<file path="config.mk">
export PLATFORM = sky130hd
export DESIGN_NAME = ctc_bus_seq
export DESIGN_NICKNAME = d
export VERILOG_FILES = /design/src/rtl/ctc_seq_pkg.sv /design/src/rtl/ctc_cfg_reg.sv /design/src/rtl/ctc_phase_timer.sv /design/src/rtl/ctc_seq_fsm.sv /design/src/rtl/ctc_bus_seq.sv
export SDC_FILE = /design/constraint.sdc
export NUM_CORES = 1
export LEC_CHECK = 0
export ABC_AREA = 1
export ABC_CLOCK_PERIOD_IN_PS = 1950
export BUFFER_PORTS_ARGS = -buffer_cell sky130_fd_sc_hd__buf_2
export CORE_MARGIN = 2
export CORE_UTILIZATION = 57
export CTS_BUF_LIST = sky130_fd_sc_hd__clkbuf_8
export DETAILED_ROUTE_END_ITERATION = 6
export PLACE_DENSITY_LB_ADDON = 0.08
export SYNTH_ARGS = -nofsm -noshare
export SYNTH_HDL_FRONTEND = slang
export SYNTH_SLANG_ARGS = --single-unit
</file>
<file path="constraint.sdc">
create_clock -name clk -period 1.95 [get_ports clk]
set_clock_uncertainty 0.2 [all_clocks]
set_input_delay 0.195 -clock clk [delete_from_list [all_inputs] [get_ports clk]]
set_output_delay 0.195 -clock clk [all_outputs]
set_load 0.005 [all_outputs]
</file>
<file path="src/rtl/ctc_seq_pkg.sv">
package ctc_seq_pkg;
  typedef enum logic [2:0] {
    PH_VEC = 3'd0,
    PH_NOP = 3'd1,
    PH_DRD = 3'd2,
    PH_MOV = 3'd3,
    PH_DWB = 3'd4
  } phase_e;

  typedef enum logic [1:0] {
    REL_EACH  = 2'b00,
    REL_FIRST = 2'b01,
    REL_ALL   = 2'b10,
    REL_BAD   = 2'b11
  } relmode_e;

  typedef enum logic [1:0] {
    ST_IDLE,
    ST_REQ,
    ST_RUN,
    ST_REL
  } state_e;
endpackage

</file>
<file path="src/rtl/ctc_cfg_reg.sv">
module ctc_cfg_reg
  import ctc_seq_pkg::*;
(
  input  logic       clk,
  input  logic       rst_n,
  input  logic       cfg_we,
  input  logic [1:0] cfg_mode,
  input  logic       busy,
  output logic [1:0] mode_raw,
  output relmode_e   mode_eff,
  output logic       err
);
  logic [1:0] mode_q;
  logic       err_q;

  always_ff @(posedge clk or negedge rst_n) begin
    if (!rst_n) begin
      mode_q <= 2'b00;
      err_q  <= 1'b0;
    end else if (cfg_we) begin
      if (busy) err_q  <= 1'b1;
      else      mode_q <= cfg_mode;
    end
  end

  // the reserved code falls back to release-at-every-boundary
  always_comb begin
    case (mode_q)
      2'b01:   mode_eff = REL_FIRST;
      2'b10:   mode_eff = REL_ALL;
      default: mode_eff = REL_EACH;
    endcase
  end

  assign mode_raw = mode_q;
  assign err      = err_q;

  AST_CFG_LOCKED: assert property (@(posedge clk) disable iff (!rst_n)
    busy |=> $stable(mode_q));
  AST_ERR_STICKY: assert property (@(posedge clk) disable iff (!rst_n)
    err_q |=> err_q);
  AST_ERR_SET: assert property (@(posedge clk) disable iff (!rst_n)
    (cfg_we && busy) |=> err_q);
endmodule

</file>
<file path="src/rtl/ctc_phase_timer.sv">
module ctc_phase_timer
  import ctc_seq_pkg::*;
#(
  parameter int LAT_VEC = 2,
  parameter int LAT_NOP = 1,
  parameter int LAT_DRD = 3,
  parameter int LAT_MOV = 2,
  parameter int LAT_DWB = 2
) (
  input  logic   clk,
  input  logic   rst_n,
  input  logic   run,
  input  phase_e phase,
  output logic   last
);
  localparam int MAX_A = (LAT_VEC > LAT_NOP) ? LAT_VEC : LAT_NOP;
  localparam int MAX_B = (LAT_DRD > LAT_MOV) ? LAT_DRD : LAT_MOV;
  localparam int MAX_C = (MAX_A > MAX_B) ? MAX_A : MAX_B;
  localparam int MAX_L = (MAX_C > LAT_DWB) ? MAX_C : LAT_DWB;
  localparam int CNT_W = (MAX_L < 2) ? 1 : $clog2(MAX_L);

  logic [CNT_W-1:0] cnt_q;
  logic [CNT_W-1:0] end_val;

  always_comb begin
    case (phase)
      PH_VEC:  end_val = CNT_W'(LAT_VEC - 1);
      PH_NOP:  end_val = CNT_W'(LAT_NOP - 1);
      PH_DRD:  end_val = CNT_W'(LAT_DRD - 1);
      PH_MOV:  end_val = CNT_W'(LAT_MOV - 1);
      default: end_val = CNT_W'(LAT_DWB - 1);
    endcase
  end

  assign last = run && (cnt_q == end_val);

  always_ff @(posedge clk or negedge rst_n) begin
    if (!rst_n)            cnt_q <= '0;
    else if (run && !last) cnt_q <= cnt_q + 1'b1;
    else                   cnt_q <= '0;
  end

  AST_CNT_BOUND: assert property (@(posedge clk) disable iff (!rst_n)
    run |-> (cnt_q <= end_val));
endmodule

</file>
<file path="src/rtl/ctc_seq_fsm.sv">
module ctc_seq_fsm
  import ctc_seq_pkg::*;
#(
  parameter int CYC_W  = 16,
  parameter int XFER_W = 4
) (
  input  logic              clk,
  input  logic              rst_n,
  input  logic              act_req,
  input  logic              bus_gnt,
  input  logic              desc_chain,
  input  logic              ph_last,
  input  relmode_e          mode,
  output logic              bus_req,
  output logic              op_valid,
  output phase_e            phase,
  output logic              busy,
  output logic              done,
  output logic [CYC_W-1:0]  cyc_cnt,
  output logic [XFER_W-1:0] xfer_cnt
);
  state_e            state_q;
  phase_e            phase_q;
  phase_e            phase_nxt;
  logic              chain_q;
  logic              done_q;
  logic              hold;
  logic [CYC_W-1:0]  cyc_q;
  logic [XFER_W-1:0] xfer_q;

  always_comb begin
    case (phase_q)
      PH_VEC:  phase_nxt = PH_NOP;
      PH_NOP:  phase_nxt = PH_DRD;
      PH_DRD:  phase_nxt = PH_MOV;
      PH_MOV:  phase_nxt = PH_DWB;
      default: phase_nxt = PH_DRD;
    endcase
  end

  // keep the bus across this boundary?
  assign hold = (mode == REL_ALL) || ((mode == REL_FIRST) && (xfer_q == '0));

  always_ff @(posedge clk or negedge rst_n) begin
    if (!rst_n) begin
      state_q <= ST_IDLE;
      phase_q <= PH_VEC;
      chain_q <= 1'b0;
      done_q  <= 1'b0;
      cyc_q   <= '0;
      xfer_q  <= '0;
    end else begin
      done_q <= 1'b0;
      if (state_q != ST_IDLE) cyc_q <= cyc_q + 1'b1;
      case (state_q)
        ST_IDLE: if (act_req) begin
          state_q <= ST_REQ;
          phase_q <= PH_VEC;
          chain_q <= 1'b0;
          cyc_q   <= '0;
          xfer_q  <= '0;
        end
        ST_REQ: if (bus_gnt) state_q <= ST_RUN;
        ST_REL: state_q <= ST_REQ;
        ST_RUN: if (ph_last) begin
          if (phase_q == PH_DRD) chain_q <= desc_chain;
          if (phase_q == PH_MOV) xfer_q  <= xfer_q + 1'b1;
          if ((phase_q == PH_DWB) && !chain_q) begin
            state_q <= ST_IDLE;
            done_q  <= 1'b1;
          end else begin
            phase_q <= phase_nxt;
            if (!hold) state_q <= ST_REL;
          end
        end
        default: state_q <= ST_IDLE;
      endcase
    end
  end

  assign bus_req  = (state_q == ST_REQ) || (state_q == ST_RUN);
  assign op_valid = (state_q == ST_RUN);
  assign phase    = phase_q;
  assign busy     = (state_q != ST_IDLE);
  assign done     = done_q;
  assign cyc_cnt  = cyc_q;
  assign xfer_cnt = xfer_q;

  AST_REQ_ON_ACT: assert property (@(posedge clk) disable iff (!rst_n)
    (!busy && act_req) |=> bus_req);
  AST_GRANT_FIRST: assert property (@(posedge clk) disable iff (!rst_n)
    $rose(op_valid) |-> $past(bus_gnt));
  AST_NO_MID_RELEASE: assert property (@(posedge clk) disable iff (!rst_n)
    (op_valid && !ph_last) |=> (op_valid && bus_req && $stable(phase_q)));
  AST_ORDER_VEC: assert property (@(posedge clk) disable iff (!rst_n)
    (op_valid && ph_last && phase_q == PH_VEC) |=> (phase_q == PH_NOP));
  AST_ORDER_NOP: assert property (@(posedge clk) disable iff (!rst_n)
    (op_valid && ph_last && phase_q == PH_NOP) |=> (phase_q == PH_DRD));
  AST_ORDER_DRD: assert property (@(posedge clk) disable iff (!rst_n)
    (op_valid && ph_last && phase_q == PH_DRD) |=> (phase_q == PH_MOV));
  AST_ORDER_MOV: assert property (@(posedge clk) disable iff (!rst_n)
    (op_valid && ph_last && phase_q == PH_MOV) |=> (phase_q == PH_DWB));
  AST_HOLD_ALL: assert property (@(posedge clk) disable iff (!rst_n)
    (busy && mode == REL_ALL) |-> (state_q != ST_REL));
  AST_DONE_PULSE: assert property (@(posedge clk) disable iff (!rst_n)
    done |=> !done);
endmodule

</file>
<file path="src/rtl/ctc_bus_seq.sv">
module ctc_bus_seq
  import ctc_seq_pkg::*;
#(
  parameter int LAT_VEC = 2,
  parameter int LAT_NOP = 1,
  parameter int LAT_DRD = 3,
  parameter int LAT_MOV = 2,
  parameter int LAT_DWB = 2,
  parameter int CYC_W   = 16,
  parameter int XFER_W  = 4
) (
  input  logic              clk,
  input  logic              rst_n,
  input  logic              act_req,
  input  logic              cfg_we,
  input  logic [1:0]        cfg_mode,
  output logic [1:0]        rel_mode,
  output logic              err_cfg,
  output logic              bus_req,
  input  logic              bus_gnt,
  output logic              op_valid,
  output logic [2:0]        op_phase,
  input  logic              desc_chain,
  output logic              busy,
  output logic              done,
  output logic [CYC_W-1:0]  cyc_cnt,
  output logic [XFER_W-1:0] xfer_cnt
);
  relmode_e mode_eff;
  phase_e   phase;
  logic     ph_last;

  ctc_cfg_reg u_cfg (
    .clk      (clk),
    .rst_n    (rst_n),
    .cfg_we   (cfg_we),
    .cfg_mode (cfg_mode),
    .busy     (busy),
    .mode_raw (rel_mode),
    .mode_eff (mode_eff),
    .err      (err_cfg)
  );

  ctc_phase_timer #(
    .LAT_VEC (LAT_VEC),
    .LAT_NOP (LAT_NOP),
    .LAT_DRD (LAT_DRD),
    .LAT_MOV (LAT_MOV),
    .LAT_DWB (LAT_DWB)
  ) u_tmr (
    .clk   (clk),
    .rst_n (rst_n),
    .run   (op_valid),
    .phase (phase),
    .last  (ph_last)
  );

  ctc_seq_fsm #(
    .CYC_W  (CYC_W),
    .XFER_W (XFER_W)
  ) u_fsm (
    .clk        (clk),
    .rst_n      (rst_n),
    .act_req    (act_req),
    .bus_gnt    (bus_gnt),
    .desc_chain (desc_chain),
    .ph_last    (ph_last),
    .mode       (mode_eff),
    .bus_req    (bus_req),
    .op_valid   (op_valid),
    .phase      (phase),
    .busy       (busy),
    .done       (done),
    .cyc_cnt    (cyc_cnt),
    .xfer_cnt   (xfer_cnt)
  );

  assign op_phase = phase;
endmodule

</file>
# Yosys cells after proc, flatten, opt, wreduce, memory -nomap -nowiden
# Cells that the tools add are included.
# W data, S select, Z words.
[op_classes]
add_sub_neg = 3
multipliers = 0
div_mod_pow = 0
n_lt_le_gt_ge = 0
eq_ne = 19
n_shift = 0
n_mux = 28
bitwise_logic = 1
n_reduce_logical = 19
[op_table]
columns = ["op", "count"]
rows = [
  ["$mux W16", 3],
  ["$add A16 B1 Y16 const B", 1],
  ["$reduce_and A4 Y1", 4],
  ["$mux W2", 6],
  ["$mux W4", 3],
  ["$mux W3", 3],
  ["$pmux W3 S3", 1],
  ["$eq A2 B2 Y1 const B", 4],
  ["$ne A2 B2 Y1 const B", 4],
  ["$pmux W2 S2", 2],
  ["$pmux W2 S4", 1],
  ["$pmux W4 S2", 1],
  ["$eq A2 B1 Y1 const B", 3],
  ["$eq A3 B2 Y1 const B", 2],
  ["$mux W1", 6],
  ["$pmux W3 S2", 1],
  ["$add A4 B1 Y4 const B", 1],
  ["$logic_and A1 B1 Y1", 4],
  ["$logic_not A4 Y1", 1],
  ["$ne A2 B1 Y1 const B", 2],
  ["$reduce_and A2 Y1", 2],
  ["$reduce_bool A2 Y1", 2],
  ["$eq A3 B1 Y1 const B", 1],
  ["$eq A3 B3 Y1 const B", 1],
  ["other kinds (9)", 11],
]
[word_totals]
reg_bits = 32
latchBits = 0
ramBits = 0
mem_bits_ro = 0
output_inout_bits = 30
word_cells = 79
n_memories = 0

# Longest topological paths before layout
# Gate-level depths: netlist (run 1).
[logic_depth]
depth_word = 9
mapped_depth = 10

# Hierarchy
# A second synthesis (run 1) with hierarchy kept.
[unflattened]
cells_unflattened = 233
hier_area_um2 = 1811.7
[modules_own_cells]
columns = ["mod", "instances", "cells_each", "area_each_um2"]
rows = [
  ["ctc_seq_fsm", 1, 195, 1527.7],
  ["ctc_phase_timer", 1, 22, 150.1],
  ["ctc_cfg_reg", 1, 16, 133.9],
]

# Worst setup path before layout (run 1)
# No wires, ideal clock.
[synth_path]
kind = "register to register"
from = "reg u_fsm.state_q[0]"
to = "reg u_fsm.cyc_q[13], in the netlist u_fsm.cyc_cnt[13]"
setup_ps = 118
t_arrival_ps = 1369
path_slack_ps = 262
path_stages_with_launch = 10
path_buffers = 1
path_cell_list = "dfrtp_1 -> inv_1 -> ha_1 -> buf_6 -> nor3_4 -> nand3_2 -> nor2_1 -> nand2_1 -> nand3_1 -> nand2_1"
[synth_via]
elab_chain_cells = 4
elab_cells_between_ends = 5
cone_classes = "3 x mux; 2 x reduce/logical"
[synth_lines]
columns = ["element", "line_no", "source"]
rows = [
  ["start: declaration", "ctc_seq_fsm.sv:22", "state_e state_q;"],
  ["start signal: assignment", "ctc_seq_fsm.sv:46", "state_q <= ST_IDLE;"],
  ["start signal: assignment", "ctc_seq_fsm.sv:57", "state_q <= ST_REQ;"],
  ["start signal: assignment", "ctc_seq_fsm.sv:63", "ST_REQ: if (bus_gnt) state_q <= ST_RUN;"],
  ["$reduce_bool A2 Y1", "ctc_seq_fsm.sv:54", "if (state_q != ST_IDLE) cyc_q <= cyc_q + 1'b1;"],
  ["$mux W16", "ctc_seq_fsm.sv:54", ""],
  ["$mux W16", "ctc_seq_fsm.sv:56", "ST_IDLE: if (act_req) begin"],
  ["$mux W16 *", "ctc_seq_fsm.sv:55", "case (state_q)"],
  ["end signal: assignment", "ctc_seq_fsm.sv:54", ""],
  ["end: declaration", "ctc_seq_fsm.sv:28", "logic [CYC_W-1:0] cyc_q;"],
]
# Mark *: on every way between the ends. The rest lies on a longest branch, timed or not.
# A chain may end at the register's enable or synchronous reset.

# Worst setup path after layout (run 1)
[layout_path]
from = "reg u_fsm.state_q[0]"
to = "out busy"
[layout_via]
elab_chain_cells = 1
[layout_lines]
columns = ["element", "line_no", "source"]
rows = [
  ["$reduce_bool A2 Y1", "ctc_seq_fsm.sv:84", "assign busy = (state_q != ST_IDLE);"],
  ["end: declaration", "ctc_bus_seq.sv:24", "output logic busy,"],
]
# No other way between the ends.

==> summary.txt, run 1 <==
GRT
  – Largest net degree at the start of global routing: 33
  – Global-route wire length before repair: 7340 um
  – Number of global-route vias before repair: 1,687
  – Initial antenna violation count: 0
  – Total gr overflow: 0
  – Total GRT Usage: 23.6%

Clock tree
  – Total CTS buffers: 5
  – CTS tree: yes
  – H-tree levels: 2
  – Skew-Pair Late Insertion Delay: 0.28 ns
  – Longest Clk Path Bufs: 2
  – Sink Count: 32
  – CTS root buf: clkbuf_8
  – Clock transition at the registers of the reported paths: 0.06 ns

Cells and area
  – Diodes inserted: 0
  – Layout area overhead: 18.5%
  – Fin nets: 316
  – Multi-input logic area: about 970 sq um
  – Fillers: 305
  – Cell area after layout: 2300 sq um
  – Sequential cell area: 801 sq um
  – Layout cells sized above 1: about a quarter
  – Core Util, Final: just under 70%

Power and ir drop
  – VDD IR-drop max: ~0.66 mV
  – Sw Ratio: 40.1%
  – Sequential power share: ~37%
  – Net Switching: 955 uW
  – Clock power frac: between 20% and 30%
  – Int Power: 1430 uW
  – Leak: approximately 0.0012 uW
  – Combinational share of power: approximately two fifths
  – Pwr/cell area: between 1000 and 1500 nW/um^2
  – Tot Pwr: between 2000 and 2500 uW

Die
  – # IOs: 38
  – Full die area: 3890 sq um
  – Placeable Area: around 3300 sq um
  – Initial Utilization: 58.6%
  – Die Y: 62.4 um
  – Num rows: 21
  – Die width: 62.4 um

Detailed routing
  – Routed Antenna Nets: 0
  – Total number of vias: 1,799
  – Vias per cell: just over 5
  – Initial detailed-routing violation count: 155
  – Initial DRT Pass Iterations: 4
  – Post-Route WL: 4110 um
  – Per-cell routed wire length: 11.8 um
  – Final routed DRC violation total: 0

STA
  – Rel. slew slack: a little over half
  – Final period util: a little over 90%
  – Setup TNS: 0 ns
  – Final setup violation count: 0
  – Worst-margin pin slew: 0.715 ns
  – Slew Limit Fails: 0
  – Final min period: 1.78 ns
  – Fmax: 0.562 GHz
  – Final Hold Vio Count: 0
  – RSZ-0062 raised after global routing: false

Synthesis
  – Async set or reset register ratio after synthesis: 100%
  – Ranking of synthesized cells by area: dfrtp_1, nand2_1, nand3_1
  – Synth Register Bits: 32
  – Sequential area share after synthesis: approximately two fifths
  – Post-synth top area share: 41.3%
  – Avg Cell Area, Syn: 7.64 sq um
  – EDFF count, synth: 0
  – Mapped Nets: 268
  – Most common flop cell mapped by yosys: dfrtp_1
  – Netlist cell types: 32
  – Yosys top cell by area: dfrtp_1
  – Yosys warning count: 0
  – Synthesized cell area: 1940 sq um
  – Cells after Synth: 254

Placed design
  – Final HPWL DP: ~3000 um
  – Placed cell area: 2170 sq um
  – Placer Congestion: 0.911
  – IO Port Bufs: 37

Job
  – Max-cap violations: 0

Setup path
  – Req. time, crit path: 1.55 ns
  – Crit path kind: reg2out
  – Crit path launch type: flop
  – CP Capture Type: primary output
  – R2r setup slk: approximately 0.22 ns
  – WP data arrival: roughly 1.4 ns
  – Crit-path max FO: 8

Outcome
  – Status: finished clean

Hold path
  – Worst hold path type: in2reg
-- timing repair --
item                                    4_1_cts  5_1_grt
endpoints found under the setup margin        0        2
hold buffers                                  4        0
hold endpoints to repair                     35        0
buffers inserted                              0        0
resized for setup                             0        1
-- power groups by stage --
stage          clock network [uW]  registers (uW)  logic, uW
2_1_floorplan                   0             874        736
3_3_place_gp                    0             885        983
3_5_place_dp                    0             889        988
4_1_cts                       516             877       1000
5_1_grt                       554             894       1150
6_report                      509             878        996
-- cells by family (layout without fill, tap and decap cells) --
family / count (synthesis) / in the layout / synth area share, %
AO/OA/AOI/OAI: 24 / 24 / 8.12
adder cells (fa/ha/maj): 6 / 6 / 3.87
flip-flops: 32 / 32 / 41.3
XOR/XNOR: 4 / 4 / 1.81
multiplexers: 1 / 1 / 0.580
buffers and inverters: 38 / 87 / 8.77
AND/OR/NAND/NOR: 149 / 149 / 35.6
-- flip-flops by register name (all words and copies together), names as in the netlist --
register	cells
u_fsm.xfer_cnt	4
u_fsm.cyc_cnt	16
u_fsm.state_q	2
u_cfg.mode_raw	2
u_tmr.cnt_q	2
u_fsm.chain_q	1
u_cfg.err	1
u_fsm.phase	3
u_fsm.done	1
-- final cells by class --
cell class | instances | area share, %
Timing Repair Buffer | 44 | 10.8
Sequential cell | 32 | 34.8
Tap cell | 46 | 2.50
Clock buffer | 6 | 3.59
Multi-Input combinational cell | 184 | 42.3
Clock inverter | 2 | 0.326
Inverter | 35 | 5.71
-- synthesized netlist by cell type, drive strengths merged (2+ instances only) --
library cell  instances
xnor2                 2
a21boi                3
nor3                  5
xor2                  2
a21oi                 9
dfrtp                32
nand3                32
ha                    6
nor2                 24
nand4                 7
nand2                79
o21ai                 9
buf                   3
inv                  35
-- critical path: stages, from the launching register on --
cell     delay (ns)
dfrtp_1        0.40
inv_1          0.09
ha_2           0.28
inv_2          0.06
buf_4          0.16
buf_2          0.12
-- per-layer routing --
layer	global-route usage (%)	vias up	part of all wire (%)
li1	-	907	-
met3	4.89	9	5.0
met4	10.3	0	2.5
met2	39.5	50	48
met1	29.6	833	45
met5	0	-	0
-- through the flow --
stage	worst slack [ns]	hold slack (ns)	std cells
floorplan	0.262	-0.301	254
global placement	0.226	0.0895	337
global route	0.0641	0.0384	349
CTS	0.0693	0.0330	349
detailed placement	0.171	0.0851	337
finish	0.171	0.0329	349
-- worst paths after layout --
path,end,depth (start not counted),start
max,busy,5,u_fsm.state_q[0]$_DFFE_PN0P_
min,u_fsm.chain_q$_DFFE_PN0P_,5,desc_chain
max reg2reg,u_fsm.phase[2]$_DFFE_PN0P_,8,u_fsm.state_q[0]$_DFFE_PN0P_
min reg2reg,u_cfg.err$_DFFE_PN0P_,1,u_cfg.err$_DFFE_PN0P_
max in group asynchronous,u_cfg.mode_raw[1]$_DFFE_PN0P_,2,rst_n
min in group asynchronous,u_fsm.cyc_cnt[13]$_DFF_PN0_,2,rst_n
-- layout by cell type, fill, tap and decap left out, types with 4 or more instances in the layout --
master	synthesis	final
buf_2	0	37
nand4_1	7	7
inv_1	28	30
nor2_1	24	24
nand3_2	6	6
a21oi_1	6	6
o21ai_0	8	8
dfrtp_1	32	32
clkbuf_8	0	6
ha_1	6	5
nand3_1	26	26
nand2_1	75	75
dlygate4sd3_1	0	4
inv_2	7	7
Power figures use the tool's default switching activity.
==> inputs of run 2 (changes only) <==
--- a/config.mk
+++ b/config.mk
@@ -12,6 +12,7 @@
 export CORE_UTILIZATION = 57
 export CTS_BUF_LIST = sky130_fd_sc_hd__clkbuf_8
 export DETAILED_ROUTE_END_ITERATION = 6
+export MAX_ROUTING_LAYER = met4
 export PLACE_DENSITY_LB_ADDON = 0.08
 export SYNTH_ARGS = -nofsm -noshare
 export SYNTH_HDL_FRONTEND = slang
==> run 2 against run 1 <==
  * Fmax is essentially flat
  * Non-clock buffer count stayed put
  * Flip-flop and latch count is the same
  * Sequential share of layout area unchanged
  * Worst setup slack worse by 0.00057 ns
  * Largest power group unchanged
==> summary.txt, run 2 (synthesis gave the netlist of run 1 again) <==
Setup path
  – Crit path launch type: flop
  – CP Capture Type: primary output
  – Crit path kind: reg2out
  – Req. time, crit path: 1.55 ns (about the same)
  – WP data arrival: 1.38 ns (about the same)
  – R2r setup slk: 0.23 ns (about the same)
  – Crit-path max FO: 8 (unchanged)

GRT
  – Number of global-route vias before repair: 1,684 (-0.18%)
  – Initial antenna violation count: 0 (unchanged)
  – Total GRT Usage: 24.3% (+0.68 points)
  – Total gr overflow: 0 (unchanged)
  – Largest net degree at the start of global routing: 33 (unchanged)
  – Global-route wire length before repair: 7340 um (unchanged)

Hold path
  – Worst hold path type: in2reg

STA
  – Slew Limit Fails: 0 (unchanged)
  – RSZ-0062 raised after global routing: false
  – Worst-margin pin slew: 0.718 ns (+0.00223 ns)
  – Final setup violation count: 0 (unchanged)
  – Hold Slack: 0.0336 ns (+0.000678 ns)
  – Final period util: 91.3% (about the same)
  – Final min period: 1.78 ns (+0.000573 ns)
  – Final Hold Vio Count: 0 (unchanged)
  – Fmax: 0.562 GHz (about the same)
  – Setup TNS: 0 ns (unchanged)
  – Rel. slew slack: 52.2% (-0.15 points)

Detailed routing
  – Post-Route WL: 4100 um (-0.29%)
  – Final routed DRC violation total: 0 (unchanged)
  – Vias per cell: 5.14 (-0.33%)
  – WL met1: 1810 um (-1.3%)
  – Met2 wire length: 1990 um (+0.81%)
  – Total number of vias: 1,793 (-0.33%)
  – Routed Antenna Nets: 0 (unchanged)
  – Initial detailed-routing violation count: 158 (+1.9%)
  – Max Used Layer: met4
  – Per-cell routed wire length: 11.7 um (-0.29%)
  – Met3 WL post-DR: 198 um (-2.9%)
  – Initial DRT Pass Iterations: 4 (unchanged)

Die
  – Placeable Area: 3310 sq um (unchanged)
  – # IOs: 38 (unchanged)
  – Initial Utilization: 58.6% (unchanged)
  – Full die area: 3890 sq um (unchanged)
  – Die Y: 62.4 um (unchanged)
  – Num rows: 21 (unchanged)
  – Die width: 62.4 um (unchanged)

Cells and area
  – Diodes inserted: 0 (unchanged)
  – Layout cells sized above 1: 23.4% (unchanged)
  – Layout area overhead: 18.5% (unchanged)
  – Most frequent cells in the layout: nand2_1, buf_2, dfrtp_1
  – Fillers: 305 (unchanged)
  – Fin nets: 316 (unchanged)
  – Largest register FFs: 16 (unchanged)
  – Post-route insts no fill: 349 (unchanged)
  – Most common cell after layout, fill and taps aside: nand2_1

Placed design
  – Dpl cells: 337 (unchanged)
  – IO Port Bufs: 37 (unchanged)
  – Final HPWL DP: 3010 um (unchanged)
  – Placer Congestion: 0.927 (+1.7%)

Clock tree
  – CTS tree: yes
  – Total CTS buffers: 5 (unchanged)
  – Skew-Pair Late Insertion Delay: 0.28 ns (about the same)
  – Clock transition at the registers of the reported paths: 0.06 ns (about the same)
  – CTS root buf: clkbuf_8
  – Sink Count: 32 (unchanged)
  – H-tree levels: 2 (unchanged)
  – Longest Clk Path Bufs: 2 (unchanged)

Outcome
  – Status: finished clean

Power and ir drop
  – Leak: 0.00124 uW (unchanged)
  – VDD IR-drop max: 0.659 mV (about the same)
  – Pwr/cell area: 1040 nW/um^2 (about the same)

Job
  – Max-cap violations: 0 (unchanged)
==> run 2: cell counts in the layout (fill, tap and decap cells not counted) <==
Identical to the previous run, type by type.
==> run 2: worst paths after layout <==
path | startpoint | cells after the start | endpoint
setup / recovery | u_fsm.state_q[0]$_DFFE_PN0P_ | 5 | busy
max in group asynchronous | rst_n | 2 | u_cfg.mode_raw[1]$_DFFE_PN0P_
min in group asynchronous | rst_n | 2 | u_fsm.cyc_cnt[13]$_DFF_PN0_
setup reg to reg | u_fsm.state_q[0]$_DFFE_PN0P_ | 8 | u_fsm.phase[2]$_DFFE_PN0P_
hold reg to reg | u_cfg.err$_DFFE_PN0P_ | 1 | u_cfg.err$_DFFE_PN0P_
hold / removal | desc_chain | 5 | u_fsm.chain_q$_DFFE_PN0P_
==> run 2: power breakdown <==
group          internal [uW]  leakage, uW  switching [uW]
Sequential               771     0.000428             106
Combinational            379     0.000754             616
Clock                    277    0.0000538             231
Total                   1430      0.00124             953
==> run 2: layer usage <==
layer	track usage, %	vias up
met4	10.3	0
met3	4.89	9
met2	39.4	45
met5	-	-
met1	29.7	830
li1	-	909
==> run 2: repair_timing <==
action / in CTS / in global routing
setup endpoints to repair: 0 / 2
hold buffers: 4 / 0
buffers inserted: 0 / 0
resized for setup: 0 / 1
endpoints found under the hold margin: 35 / 0
==> run 2: layout make-up <==
cell class                      count  area (sq um)  share of cell area (%)
Multi-Input combinational cell    184           972                    42.3
Sequential cell                    32           801                    34.8
Timing Repair Buffer               44           248                    10.8
Inverter                           35           131                    5.71
Clock buffer                        6          82.6                    3.59
Tap cell                           46          57.6                    2.50
Clock inverter                      2          7.51                   0.326
==> run 2: worst max-delay path: stages, from the launching register on <==
cell     delay (ns)
dfrtp_1        0.40
inv_1          0.09
ha_2           0.28
inv_2          0.06
buf_4          0.16
buf_2          0.12
==> run 2: through the flow <==
step                worst slack [ns]  utilization (%)  area (sq um)  total power [uW]
global route                  0.0641             69.5          2300              2590
floorplan                      0.262                -          1940              1610
global placement               0.226             65.5          2170              1870
CTS                           0.0693             69.4          2300              2390
finish                         0.171             69.5          2300              2380
detailed placement             0.171             65.5          2170              1880
==> inputs of run 3 (changes only) <==
--- a/config.mk
+++ b/config.mk
@@ -12,6 +12,7 @@
 export CORE_UTILIZATION = 57
 export CTS_BUF_LIST = sky130_fd_sc_hd__clkbuf_8
 export DETAILED_ROUTE_END_ITERATION = 6
+export HOLD_SLACK_MARGIN = 0.12
 export MAX_ROUTING_LAYER = met4
 export PLACE_DENSITY_LB_ADDON = 0.08
 export SYNTH_ARGS = -nofsm -noshare
==> run 3 against run 2 <==
  * Non-clock buffer count rose by 2
  * First-iteration DRC count rose by 3.2%
  * Sequential share of layout area fell by 0.30 points
  * Critical path depth did not move
  * Global-route usage rose by 0.080 points
==> summary.txt, run 3 (synthesis gave the netlist of run 1 again) <==
Outcome
  – Status: finished clean

Setup path
  – Critical path origin: u_fsm.state_q[0]$_DFFE_PN0P_
  – FF-to-FF path depth: 8 (unchanged)
  – Crit-path cells: inv_1 -> ha_2 -> inv_2 -> buf_4 -> buf_2
  – Slowest stage delay, CP: 0.40 ns (about the same)
  – RR Endpoint: u_fsm.phase[2]$_DFFE_PN0P_
  – Req. time, crit path: 1.55 ns (about the same)
  – Critical path's top delay family: buffers and inverters
  – Worst R2R Start: u_fsm.state_q[0]$_DFFE_PN0P_
  – R2r setup slk: 0.22 ns (about the same)
  – Crit path launch type: flop
  – Worst path depth: 5 (unchanged)
  – Crit path kind: reg2out
  – Crit path to: busy
  – CP Capture Type: primary output
  – Critical path's slowest cell: dfrtp_1
  – WP data arrival: 1.38 ns (about the same)
  – Crit-path max FO: 8 (unchanged)
  – CP Buf/Inv Count: 4 (unchanged)

Cells and area
  – Most frequent cells in the layout: nand2_1, buf_2, dfrtp_1
  – Fin nets: 318 (+0.63%)
  – Diodes inserted: 0 (unchanged)
  – Layout cells sized above 1: 23.3% (-0.15 points)
  – Fillers: 302 (-0.98%)
  – Most common cell after layout, fill and taps aside: nand2_1
  – Largest register FFs: 16 (unchanged)
  – Layout area overhead: 19.5%

Die
  – Placeable Area: 3310 sq um (unchanged)
  – Full die area: 3890 sq um (unchanged)
  – Initial Utilization: 58.6% (unchanged)
  – Die Y: 62.4 um (unchanged)
  – Num rows: 21 (unchanged)
  – # IOs: 38 (unchanged)
  – Die width: 62.4 um (unchanged)

GRT
  – Number of global-route vias before repair: 1,696 (+0.71%)
  – Total GRT Usage: 24.3% (+0.080 points)
  – Global-route wire length before repair: 7380 um (+0.57%)
  – Total gr overflow: 0 (unchanged)
  – Largest net degree at the start of global routing: 33 (unchanged)
  – Initial antenna violation count: 0 (unchanged)

Detailed routing
  – Routed Antenna Nets: 0 (unchanged)
  – Per-cell routed wire length: 11.7 um (about the same)
  – Total number of vias: 1,795 (+0.11%)
  – Vias per cell: 5.11 (-0.46%)
  – Initial DRT Pass Iterations: 4 (unchanged)
  – Final routed DRC violation total: 0 (unchanged)
  – Post-Route WL: 4120 um (+0.51%)
  – Initial detailed-routing violation count: 163 (+3.2%)

Power and ir drop
  – Int Power: 1430 uW (+0.18%)
  – Pwr/cell area: 1030 nW/um^2 (-0.71%)
  – Sw Ratio: 40.0% (about the same)
  – Net Switching: 954 uW (+0.11%)
  – Combinational share of power: 41.9% (about the same)
  – VDD IR-drop max: 0.661 mV (+0.30%)
  – Sequential power share: 36.8% (about the same)
  – Clock power frac: 21.4% (about the same)
  – Leak: 0.00124 uW (+0.68%)

Clock tree
  – Sink Count: 32 (unchanged)
  – Clock transition at the registers of the reported paths: 0.06 ns (about the same)
  – Total CTS buffers: 5 (unchanged)
  – Skew-Pair Late Insertion Delay: 0.28 ns (about the same)
  – Longest Clk Path Bufs: 2 (unchanged)
  – CTS tree: yes
  – CTS root buf: clkbuf_8
  – Post-CTS setup buffer count: 0 (unchanged)
  – H-tree levels: 2 (unchanged)

STA
  – Fmax: 0.562 GHz (about the same)
  – RSZ-0062 raised after global routing: false
  – Final worst setup slack: 0.171 ns (+0.0000220 ns)
  – Setup TNS: 0 ns (unchanged)
  – Final min period: 1.78 ns (-0.0000220 ns)
  – Final period util: 91.3% (about the same)
  – Slew Limit Fails: 0 (unchanged)
  – Rel. slew slack: 52.1% (about the same)
  – Final Hold Vio Count: 0 (unchanged)
  – Worst-margin pin slew: 0.718 ns (+0.000160 ns)
  – Final setup violation count: 0 (unchanged)

Hold path
  – Worst hold path type: in2reg

Job
  – Max-cap violations: 0 (unchanged)

Placed design
  – IO Port Bufs: 37 (unchanged)
  – Final HPWL DP: 3010 um (unchanged)
  – Worst slack at placement: 0.171 ns (unchanged)
  – Placer Congestion: 0.927 (unchanged)
run 3: cell count changes in the layout (fill, tap and decap cells not counted), sizes merged:
cell and delta:
dlygate4sd3 +2
run 3: tightest hold or removal path: stages:
cell	delay, ns
buf_2	0.11
o21ai_0	0.19
a21oi_2	0.06
nand3_2	0.06
nand2_1	0.04
run 3: cell type report:
class	count	area (sq um)	area share, %
clock buffers	6	82.6	3.56
clock inverters	2	7.51	0.324
inverters	35	131	5.66
multi-input cells	184	972	41.9
flip-flops and latches	32	801	34.5
well taps	46	57.6	2.48
repair buffers	46	268	11.5
run 3: how the worst min path moves through the flow:
stage	slack [ns]	from	depth (start not counted)	to
final	0.22	bus_gnt	5	u_fsm.state_q[0]$_DFFE_PN0P_
after global routing	0.24	bus_gnt	5	u_fsm.state_q[0]$_DFFE_PN0P_
after CTS	0.22	bus_gnt	5	u_fsm.state_q[0]$_DFFE_PN0P_
after detailed placement	0.09	rst_n	1	u_fsm.cyc_cnt[9]$_DFF_PN0_
after global placement	0.09	rst_n	1	u_fsm.cyc_cnt[7]$_DFF_PN0_
after floorplan	-0.30	rst_n	0	u_cfg.err$_DFFE_PN0P_
run 3: timing repair:
item | in CTS | in global routing
endpoints found under the setup margin | 0 | 2
hold buffers | 6 | 0
resized for setup | 0 | 1
endpoints found under the hold margin | 42 | 0
run 3: power groups by stage:
stage	combinational (uW)	sequential [uW]	clock, uW
global placement	983	885	0
floorplan	736	874	0
detailed placement	988	889	0
finish	998	877	509
global route	1150	894	554
CTS	1000	877	516
run 3: routing by layer:
layer	global-route usage [%]	wire length, um	vias up
met1	29.8	1820	829
met4	10.3	102	0
met3	4.71	193	9
met2	39.7	2000	45
met5	-	0	-
li1	-	-	912
run 3: through the flow:
| stage | total power, uW | cells | util [%] | hold WS, ns | cell area, sq um |
|---|---|---|---|---|---|
| floorplan | 1610 | 254 | - | -0.301 | 1940 |
| global placement | 1870 | 337 | 65.5 | 0.0895 | 2170 |
| detailed placement | 1880 | 337 | 65.5 | 0.0851 | 2170 |
| CTS | 2400 | 351 | 70.0 | 0.219 | 2320 |
| global route | 2600 | 351 | 70.1 | 0.240 | 2320 |
| finish | 2380 | 351 | 70.1 | 0.220 | 2320 |
